<file path="config.mk">
export PLATFORM = sky130hd
export DESIGN_NAME = pcm_strobe_port
export DESIGN_NICKNAME = d
export VERILOG_FILES = /design/src/rtl/pcm_port_pkg.sv /design/src/rtl/pcm_in_sync.sv /design/src/rtl/pcm_slot_fsm.sv /design/src/rtl/pcm_tx_path.sv /design/src/rtl/pcm_rx_path.sv /design/src/rtl/pcm_strobe_port.sv
export SDC_FILE = /design/constraint.sdc
export NUM_CORES = 1
export LEC_CHECK = 0
export ABC_AREA = 1
export BUFFER_PORTS_ARGS = -buffer_cell sky130_fd_sc_hd__buf_2
export CAP_MARGIN = 20
export CORE_MARGIN = 4
export CORE_UTILIZATION = 30
export CTS_CLUSTER_SIZE = 10
export DETAILED_ROUTE_END_ITERATION = 7
export SLEW_MARGIN = 25
export SYNTH_ARGS = -nofsm -noshare
export SYNTH_HDL_FRONTEND = slang
export SYNTH_SLANG_ARGS = --single-unit
</file>
<file path="constraint.sdc">
create_clock -name clk -period 2.75 [get_ports clk]
set_clock_uncertainty 0.05 [all_clocks]
set_input_delay 0.1375 -clock clk [delete_from_list [all_inputs] [get_ports clk]]
set_output_delay 0.1375 -clock clk [all_outputs]
set_load 0.03 [all_outputs]
</file>
<file path="src/rtl/pcm_port_pkg.sv">
package pcm_port_pkg;

    typedef enum logic [1:0] {
        S_IDLE  = 2'd0,
        S_SLOT  = 2'd1,
        S_DRAIN = 2'd2
    } slot_state_t;

    localparam int unsigned SAMPLE_W = 8;

    function automatic logic [SAMPLE_W-1:0] quiet_code(input logic law_a);
        return law_a ? 8'h55 : 8'h7F;
    endfunction

endpackage

</file>
<file path="src/rtl/pcm_in_sync.sv">
module pcm_in_sync #(
    parameter int N      = 3,
    parameter int STAGES = 2
) (
    input  logic         clk,
    input  logic         rst_n,
    input  logic [N-1:0] d,
    output logic [N-1:0] q
);
    logic [STAGES-1:0][N-1:0] stg;

    generate
        if (STAGES == 1) begin : g_single
            always_ff @(posedge clk or negedge rst_n) begin
                if (!rst_n) stg <= '0;
                else        stg[0] <= d;
            end
        end else begin : g_chain
            always_ff @(posedge clk or negedge rst_n) begin
                if (!rst_n) stg <= '0;
                else        stg <= {stg[STAGES-2:0], d};
            end
        end
    endgenerate

    assign q = stg[STAGES-1];
endmodule

</file>
<file path="src/rtl/pcm_slot_fsm.sv">
module pcm_slot_fsm
    import pcm_port_pkg::*;
#(
    parameter int W     = 8,
    localparam int CNT_W = $clog2(W + 1)
) (
    input  logic             clk,
    input  logic             rst_n,
    input  logic             stb,
    input  logic             bck,
    output slot_state_t      state,
    output logic             open_slot,
    output logic             close_slot,
    output logic             rx_shift,
    output logic             rx_done,
    output logic             tx_shift,
    output logic [CNT_W-1:0] bit_cnt
);
    localparam logic [CNT_W-1:0] LAST = CNT_W'(W - 1);

    logic        stb_q, bck_q;
    logic        stb_rise, stb_fall, bck_rise, bck_fall;
    slot_state_t nxt;

    always_ff @(posedge clk or negedge rst_n) begin
        if (!rst_n) begin
            stb_q <= 1'b0;
            bck_q <= 1'b0;
        end else begin
            stb_q <= stb;
            bck_q <= bck;
        end
    end

    assign stb_rise = stb & ~stb_q;
    assign stb_fall = ~stb & stb_q;
    assign bck_rise = bck & ~bck_q;
    assign bck_fall = ~bck & bck_q;

    // state register
    always_ff @(posedge clk or negedge rst_n) begin
        if (!rst_n) state <= S_IDLE;
        else        state <= nxt;
    end

    // next state: open, complete, abort, close
    always_comb begin
        nxt = state;
        unique case (state)
            S_IDLE:  if (stb_rise) nxt = S_SLOT;
            S_SLOT:  if (stb_fall) nxt = S_IDLE;
                     else if (bck_fall && bit_cnt == LAST) nxt = S_DRAIN;
            S_DRAIN: if (stb_fall) nxt = S_IDLE;
            default: nxt = S_IDLE;
        endcase
    end

    // outputs
    always_comb begin
        open_slot  = (state == S_IDLE) && stb_rise;
        close_slot = stb_fall;
        rx_shift   = (state == S_SLOT) && stb && bck_fall;
        rx_done    = rx_shift && (bit_cnt == LAST);
        tx_shift   = (state != S_IDLE) && stb && bck_rise && (bit_cnt != '0);
    end

    always_ff @(posedge clk or negedge rst_n) begin
        if (!rst_n)        bit_cnt <= '0;
        else if (open_slot) bit_cnt <= '0;
        else if (rx_shift)  bit_cnt <= bit_cnt + 1'b1;
    end


    bit_cnt_bound_chk: assert property (@(posedge clk) disable iff (!rst_n)
        bit_cnt <= CNT_W'(W));
endmodule

</file>
<file path="src/rtl/pcm_tx_path.sv">
module pcm_tx_path
    import pcm_port_pkg::*;
#(
    parameter int W = 8
) (
    input  logic         clk,
    input  logic         rst_n,
    input  logic         load,
    input  logic         shift,
    input  logic         close_slot,
    input  logic         async_mode,
    input  logic         law_a,
    input  logic         tx_mute,
    input  logic [W-1:0] enc_byte,
    output logic         sdout,
    output logic         sdout_en
);
    logic [W-1:0] sh, hold, pick, quiet;
    logic         hold_full;

    assign quiet = W'(quiet_code(law_a));
    assign pick  = tx_mute ? quiet : enc_byte;

    always_ff @(posedge clk or negedge rst_n) begin
        if (!rst_n) begin
            sh        <= '0;
            hold      <= '0;
            hold_full <= 1'b0;
            sdout_en  <= 1'b0;
        end else if (close_slot) begin
            sdout_en <= 1'b0;
        end else if (load) begin
            sdout_en <= 1'b1;
            if (async_mode) begin
                sh        <= hold_full ? hold : quiet;
                hold      <= pick;
                hold_full <= 1'b1;
            end else begin
                sh <= pick;
            end
        end else if (shift) begin
            sh <= {sh[W-2:0], 1'b0};
        end
    end

    assign sdout = sdout_en & sh[W-1];


    en_from_load_chk: assert property (@(posedge clk) disable iff (!rst_n)
        $rose(sdout_en) |-> $past(load));


    mute_quiet_chk: assert property (@(posedge clk) disable iff (!rst_n)
        (load && tx_mute && !async_mode && !close_slot) |=> (sh == W'(quiet_code(law_a))));
endmodule

</file>
<file path="src/rtl/pcm_rx_path.sv">
module pcm_rx_path
    import pcm_port_pkg::*;
#(
    parameter int W = 8
) (
    input  logic         clk,
    input  logic         rst_n,
    input  logic         shift,
    input  logic         done,
    input  logic         present,
    input  logic         sdin,
    input  logic         async_mode,
    input  logic         law_a,
    input  logic         rx_mute,
    output logic [W-1:0] rx_byte,
    output logic         rx_valid
);
    logic [W-1:0] sh, pend, fin;
    logic         pend_full;

    assign fin = rx_mute ? W'(quiet_code(law_a)) : {sh[W-2:0], sdin};

    always_ff @(posedge clk or negedge rst_n) begin
        if (!rst_n) begin
            sh        <= '0;
            pend      <= '0;
            pend_full <= 1'b0;
            rx_byte   <= '0;
            rx_valid  <= 1'b0;
        end else begin
            rx_valid <= 1'b0;
            if (shift) sh <= {sh[W-2:0], sdin};
            if (done) begin
                if (async_mode) begin
                    pend      <= fin;
                    pend_full <= 1'b1;
                end else begin
                    rx_byte  <= fin;
                    rx_valid <= 1'b1;
                end
            end else if (present && async_mode && pend_full) begin
                rx_byte   <= pend;
                rx_valid  <= 1'b1;
                pend_full <= 1'b0;
            end
        end
    end


    valid_pulse_chk: assert property (@(posedge clk) disable iff (!rst_n)
        rx_valid |=> !rx_valid);


    pend_fill_chk: assert property (@(posedge clk) disable iff (!rst_n)
        (done && async_mode) |=> pend_full);
endmodule

</file>
<file path="src/rtl/pcm_strobe_port.sv">
module pcm_strobe_port
    import pcm_port_pkg::*;
#(
    parameter int W           = 8,
    parameter int SYNC_STAGES = 2,
    localparam int CNT_W      = $clog2(W + 1)
) (
    input  logic         clk,
    input  logic         rst_n,
    input  logic         bclk,
    input  logic         strobe,
    input  logic         sdin,
    input  logic         async_mode,
    input  logic         law_a,
    input  logic         tx_mute,
    input  logic         rx_mute,
    input  logic [W-1:0] enc_byte,
    output logic         sdout,
    output logic         sdout_en,
    output logic [W-1:0] rx_byte,
    output logic         rx_valid
);
    logic [2:0]       sync_q;
    slot_state_t      state;
    logic             open_slot, close_slot, rx_shift, rx_done, tx_shift;
    logic [CNT_W-1:0] bit_cnt;

    pcm_in_sync #(.N(3), .STAGES(SYNC_STAGES)) i_sync (
        .clk   (clk),
        .rst_n (rst_n),
        .d     ({strobe, bclk, sdin}),
        .q     (sync_q)
    );

    pcm_slot_fsm #(.W(W)) i_fsm (
        .clk        (clk),
        .rst_n      (rst_n),
        .stb        (sync_q[2]),
        .bck        (sync_q[1]),
        .state      (state),
        .open_slot  (open_slot),
        .close_slot (close_slot),
        .rx_shift   (rx_shift),
        .rx_done    (rx_done),
        .tx_shift   (tx_shift),
        .bit_cnt    (bit_cnt)
    );

    pcm_tx_path #(.W(W)) i_tx (
        .clk        (clk),
        .rst_n      (rst_n),
        .load       (open_slot),
        .shift      (tx_shift),
        .close_slot (close_slot),
        .async_mode (async_mode),
        .law_a      (law_a),
        .tx_mute    (tx_mute),
        .enc_byte   (enc_byte),
        .sdout      (sdout),
        .sdout_en   (sdout_en)
    );

    pcm_rx_path #(.W(W)) i_rx (
        .clk        (clk),
        .rst_n      (rst_n),
        .shift      (rx_shift),
        .done       (rx_done),
        .present    (open_slot),
        .sdin       (sync_q[0]),
        .async_mode (async_mode),
        .law_a      (law_a),
        .rx_mute    (rx_mute),
        .rx_byte    (rx_byte),
        .rx_valid   (rx_valid)
    );


    idle_driver_off_chk: assert property (@(posedge clk) disable iff (!rst_n)
        (state == S_IDLE) |-> !sdout_en);


    sync_deliver_chk: assert property (@(posedge clk) disable iff (!rst_n)
        (rx_valid && !async_mode) |-> (state == S_DRAIN));
endmodule

</file>
Word level (Yosys, flattened, before mapping)

Cells that the tools add are included.

Bits in latches: 0
Logic and storage cells: 82
Output and inout bits: 11
Bits in registers: 57
Bits in read-only memories: 0
Memory bits (writable): 0
Memories: 0

Mux-type cells: 25
Reductions and logical operators: 23
Multiply operators: 0
Shift operators: 0
Div/mod/pow operators: 0
Order comparisons: 0
$add $sub $neg: 1
Bitwise logic cells: 10
Equal/unequal tests: 8

Operators with widths:

| cell                                                  | number |
|---|---|
| 2-to-1 mux 8 bit                                      | 9 |
| logical AND 1 bit                                     | 10 |
| nonzero test 2 bit                                    | 5 |
| 2-to-1 mux 1 bit                                      | 8 |
| 2-to-1 mux 2 bit                                      | 4 |
| 2-to-1 mux 4 bit                                      | 2 |
| AND reduction 2 bit                                   | 4 |
| 2-to-1 mux 6 bit                                      | 1 |
| inequality test 2 bit, second input constant          | 3 |
| one-hot mux 2 bit (3 select lines)                    | 1 |
| AND reduction 3 bit                                   | 2 |
| bitwise AND 1 bit                                     | 5 |
| NOT 1 bit                                             | 5 |
| adder 4 x 1 -> 4 bit, second input constant           | 1 |
| equality test 4 x 3 -> 1 bit, second input constant   | 1 |
| nonzero test 4 bit                                    | 1 |
| inequality test 3 x 2 -> 1 bit, second input constant | 1 |
| equality test 2 x 1 -> 1 bit, second input constant   | 1 |
| equality test 2 bit, second input constant            | 1 |
| zero test 2 bit                                       | 1 |
| inequality test 2 x 1 -> 1 bit, second input constant | 1 |

Logic depth before layout (Yosys ltp)

Depth after elaboration: 7
Gate-level depth with buffers: 9
Mapped depth without buffers: 9

Modules after synthesis

From an unflattened synthesis, not the netlist that was laid out.

Cell total of the unflattened synthesis: 323
Area total of the unflattened synthesis: 2,716.4 µm²

Modules (own cells, without submodules):

| module       | times used | area each (µm²) | seq. area each (µm²) | cells an instance |
|---|---|---|---|---|
| pcm_rx_path  | 1          | 1,104.8         | 625.6                | 130 |
| pcm_tx_path  | 1          | 982.2           | 450.4                | 124 |
| pcm_slot_fsm | 1          | 456.7           | 200.2                | 60 |
| pcm_in_sync  | 1          | 172.7           | 150.1                | 9 |

Least setup slack after synthesis

Ideal clock, no wire load.

Path kind: reg2reg
From: register i_fsm.bit_cnt[0]
To: register i_rx.rx_byte[0]
Data arrival time: 1,187 ps
Slack: 1,396 ps
Path buffers: 1
Required time: 2,583 ps
Cell stages (with the launch flop): 9
Cell sequence: dfrtp_1 > ha_1 > nand2_1 > nor2_2 > clkbuf_4 > nand3_4 > nand2_4 > nand2_1 > nand2_1

Word-level cells in the longest chain between the ends: 4
Elaborated cells on any way between the ends: 6
Classes of those cells: 2 x eq/ne; 1 x mux; 3 x reduce/logical

RTL lines:

| item                                                                         | line               | source |
|---|---|---|
| start, declared                                                              | pcm_slot_fsm.sv:17 | `output logic [CNT_W-1:0] bit_cnt` |
| start signal, assigned                                                       | pcm_slot_fsm.sv:70 | `else if (rx_shift) bit_cnt <= bit_cnt + 1'b1;` |
| equality test 4 x 3 -> 1 bit (*)                                             | pcm_slot_fsm.sv:63 | `rx_done = rx_shift && (bit_cnt == LAST);` |
| logical AND 1 bit (*)                                                        | pcm_slot_fsm.sv:63 |  |
| inequality test 2 bit (no source line) or nonzero test 2 bit (tied branches) | --                 |  |
| AND reduction 2 bit (no source line)                                         | --                 |  |
| end signal, assigned                                                         | pcm_rx_path.sv:38  | `rx_byte <= fin;` |
| end signal, assigned                                                         | pcm_rx_path.sv:42  | `rx_byte <= pend;` |
| end, declared                                                                | pcm_rx_path.sv:15  | `output logic [W-1:0] rx_byte,` |

Mark *: on every way between the ends. The rest lies on a longest branch, timed or not.
A chain may end at the register's enable or synchronous reset.

Worst setup path in the final report

From: register i_fsm.bit_cnt[0]
To: register i_rx.pend[1]

Word-level cells in the longest chain between the ends: 3

RTL lines:

| item                                 | line               | source |
|---|---|---|
| equality test 4 x 3 -> 1 bit         | pcm_slot_fsm.sv:63 |  |
| logical AND 1 bit                    | pcm_slot_fsm.sv:63 |  |
| AND reduction 2 bit (no source line) | --                 |  |
| end signal, assigned                 | pcm_rx_path.sv:35  | `pend <= fin;` |
| end, declared                        | pcm_rx_path.sv:18  | `logic [W-1:0] sh, pend, fin;` |

Every way passes these cells.

==> impl_metrics.env <==
export IMPL_cts_resized_gates=0
export IMPL_syn_nets=348
export IMPL_rows=34
export IMPL_leakage_nw=1.714
export IMPL_async_reset_ff_share_pct=100.0
export IMPL_yosysTopAreaCellShare_pct=52.78
export IMPL_cts_htree_levels=3
export IMPL_seq_power_share_pct=43.4
export IMPL_wl_per_cell_um=11.94
export IMPL_power_switching_mw=0.9320
export IMPL_synthCells=329
export IMPL_status="completed"
export IMPL_cap_violations=0
export IMPL_combPwrFrac_pct=26.2
export IMPL_required_ns=2.93
export IMPL_clock_power_share_pct=30.4
export IMPL_die_w_um=102.9
export IMPL_pin_count=28
export IMPL_drtIter0Drc=98
export IMPL_dpl_hpwl_um=4087
export IMPL_hold_path_class="in2reg"
export IMPL_first_pass_iters=4
export IMPL_drc=0
export IMPL_yosys_area_top_type="dfrtp_1"
export IMPL_r2r_start="i_fsm.bit_cnt[0]"
export IMPL_area_growth_syn_to_layout_pct=17.82
export IMPL_insertion_delay_ns=0.33
export IMPL_slew_headroom_pct=62.69
export IMPL_hold_violations=0
export IMPL_arrival_ns=1.95
export IMPL_vias_per_cell=4.535
export IMPL_wirelength_um=5730
export IMPL_grt_pass1_vias=2198
export IMPL_ys_flop_type="dfrtp_1"
export IMPL_syn_area_per_cell_sq_um=8.215
export IMPL_rr_endpoint="i_rx.pend[1]"
export IMPL_setup_tns_ns=0
export IMPL_cts_clk_slew_worst_paths_ns=0.06
export IMPL_finalCritPeriodShare_pct=64.42
export IMPL_num_antenna_cells=0
export IMPL_ys_seq_area_share_pct=52.78
export IMPL_powerDensity_nw_per_um2=865.4
export IMPL_final_util_pct=36.34
export IMPL_yosys_register_bits=57
export IMPL_rrSetupSlack_ns=0.98
export IMPL_cts_hold_buf=4
export IMPL_netlist_top_cells_area="dfrtp_1 (53%), nand2_1 (21%), nand3_1 (4.8%), o21ai_0 (4.8%), inv_1 (3.2%)"
export IMPL_final_max_slew_viol_count=0
export IMPL_grt_max_degree=44
export IMPL_grt_pass1_wl_um=10160
export IMPL_crit_type="reg2reg"
export IMPL_finalSetupViolations=0
export IMPL_p_int_mw=1.824
export IMPL_irDropWorstVdd_uv=408.1
export IMPL_crit_path_start="i_fsm.bit_cnt[0]"
export IMPL_core_sq_um=8763
export IMPL_start_util_pct=30.84
export IMPL_gr_total_overflow=0
export IMPL_worstRegToRegCells=8
export IMPL_cts_made_buffers=9
export IMPL_max_freq_mhz=564.5
export IMPL_synth_distinct_cells=27
export IMPL_nets=386
export IMPL_synthesis_area_sq_um=2703
export IMPL_antenna_found_initial=0
export IMPL_endpoint="i_rx.pend[1]"
export IMPL_cts_tree="done"
export IMPL_yosysWarnings=0
export IMPL_clockRootBuffer="clkbuf_8"
export IMPL_vias=2177
export IMPL_rsz0062_at_grt="false"
export IMPL_ant_nets=0
export IMPL_clk_path_buf_depth=2
export IMPL_cp_end_kind="flop"
export IMPL_gp_congestion=0.8295
export IMPL_path_max_fanout=11
export IMPL_fin_crit_ns=1.772
export IMPL_cp_start_kind="flop"
export IMPL_die_area_sq_um=10590
export IMPL_synth_edff_count=0
export IMPL_grtUsageTotal_pct=12.28
export IMPL_cts_sinks=57
export IMPL_worst_slew_pin_slew_ns=0.5597
export IMPL_dieHeight_um=102.9
export IMPL_swShare_pct=33.82
export IMPL_io_buffer_count=27
export IMPL_post_cts_buffers=0
export IMPL_layout_drive_gt1_share_pct=16.94
[synth_stat cells (2+ instances only)]
library cell / n
inv_2: 2
nor2_8: 2
o21ai_0: 26
dfrtp_1: 57
nand2_1: 149
nor2_1: 8
a21oi_1: 3
ha_1: 2
inv_1: 23
buf_8: 2
nand3_2: 2
nand2_4: 4
o21ai_1: 4
nor3_1: 3
nand3_1: 26
or2_2: 2
nor2_2: 2
buf_2: 3
[worst min-delay path by stage]
stage / from / to / cells after the start
6_report: enc_byte[0] / i_tx.hold[0] / 3
5_1_grt: enc_byte[4] / i_tx.hold[4] / 3
4_1_cts: enc_byte[0] / i_tx.hold[0] / 3
3_5_place_dp: sdin / i_sync.stg[0] / 1
3_3_place_gp: sdin / i_sync.stg[0] / 1
2_1_floorplan: rst_n / i_fsm.bck_q / 0
[registers in the layout, summed over array words and instances, names as in the netlist, 2 cells and up]
register,cells
i_sync.q,3
i_sync.stg,3
i_tx.hold,8
i_rx.rx_byte,8
i_tx.sh,8
i_rx.pend,8
i_fsm.bit_cnt,4
i_rx.sh,7
i_fsm.state,2
[final cells by class]
cell class | instances | area (sq um)
Clock inverter | 6 | 82.58
Timing Repair Buffer | 34 | 200.2
Multi-Input combinational cell | 239 | 1110
Clock buffer | 10 | 127.6
Tap cell | 108 | 135.1
Inverter | 26 | 102.6
Sequential cell | 57 | 1426
Fill cell | 940 | 5579
[power groups by stage]
stage	Sequential [mW]	Clock, mW	Combinational (mW)
2_1_floorplan	1.29	0	0.451
3_3_place_gp	1.20	0	0.708
3_5_place_dp	1.21	0	0.722
4_1_cts	1.20	0.868	0.732
5_1_grt	1.23	0.906	0.842
6_report	1.20	0.838	0.722
[cells by family after synthesis]
logic type	share of synthesized area [%]
AO/OA/AOI/OAI	6.620
adder cells (fa/ha/maj)	0.9258
flip-flops	52.78
buffers and inverters	6.157
AND/OR/NAND/NOR	33.52
[per-layer routing]
metal  routed length [um]  vias to the layer above  global-route usage, %
met5                    0                        -                      0
met4                   60                        0                  3.984
met3                  346                        4                  4.736
met2                 2588                       59                  18.30
met1                 2735                      995                  16.44
li1                     -                     1119                      -
[placed cells by master, fill, tap and decap left out]
cell	Yosys	final
inv_6	1	1
nor3_1	3	3
o21ai_0	26	26
nand2_2	1	1
ha_1	2	2
buf_4	0	4
dfrtp_1	57	57
buf_2	3	26
nand3_4	1	1
or2_2	2	2
dlygate4sd3_1	0	4
nand4_1	1	1
nor2_2	2	2
clkinvlp_4	0	1
nand3_1	26	26
clkbuf_1	0	1
o22ai_1	1	1
bufinv_16	0	2
nand2_4	4	4
nor2_8	2	2
inv_2	2	2
a21oi_1	3	3
nand3_2	2	2
nor2_1	8	8
inv_1	23	23
clkbuf_8	0	9
clkinv_2	0	3
o31ai_1	1	1
nand2_1	149	149
o21ai_1	4	4
nor2_4	1	1
[through the flow]
stage          hold WS [ns]  instance area, sq um  setup slack (ns)  power, mW  std cells
6_report            0.02050                  3184            0.9784      2.756        480
5_1_grt             0.01114                  3184            0.8159      2.978        480
4_1_cts            0.004920                  3182            0.9895      2.799        480
3_5_place_dp         0.1968                  2932            0.9978      1.935        460
3_3_place_gp         0.1963                  2932             1.089      1.912        460
2_1_floorplan       -0.2081                  2703             1.396      1.739        329
[worst max-delay path, stage by stage, from the launching register on]
cell and delay (ns):
dfrtp_1 0.35, ha_1 0.16, nand2_1 0.08, nor2_2 0.44, nand2_4 0.19, nor2_8 0.17
inv_2 0.11, nand2_1 0.08, nand2_1 0.05
No activity file was read; power rests on OpenSTA's default activity.
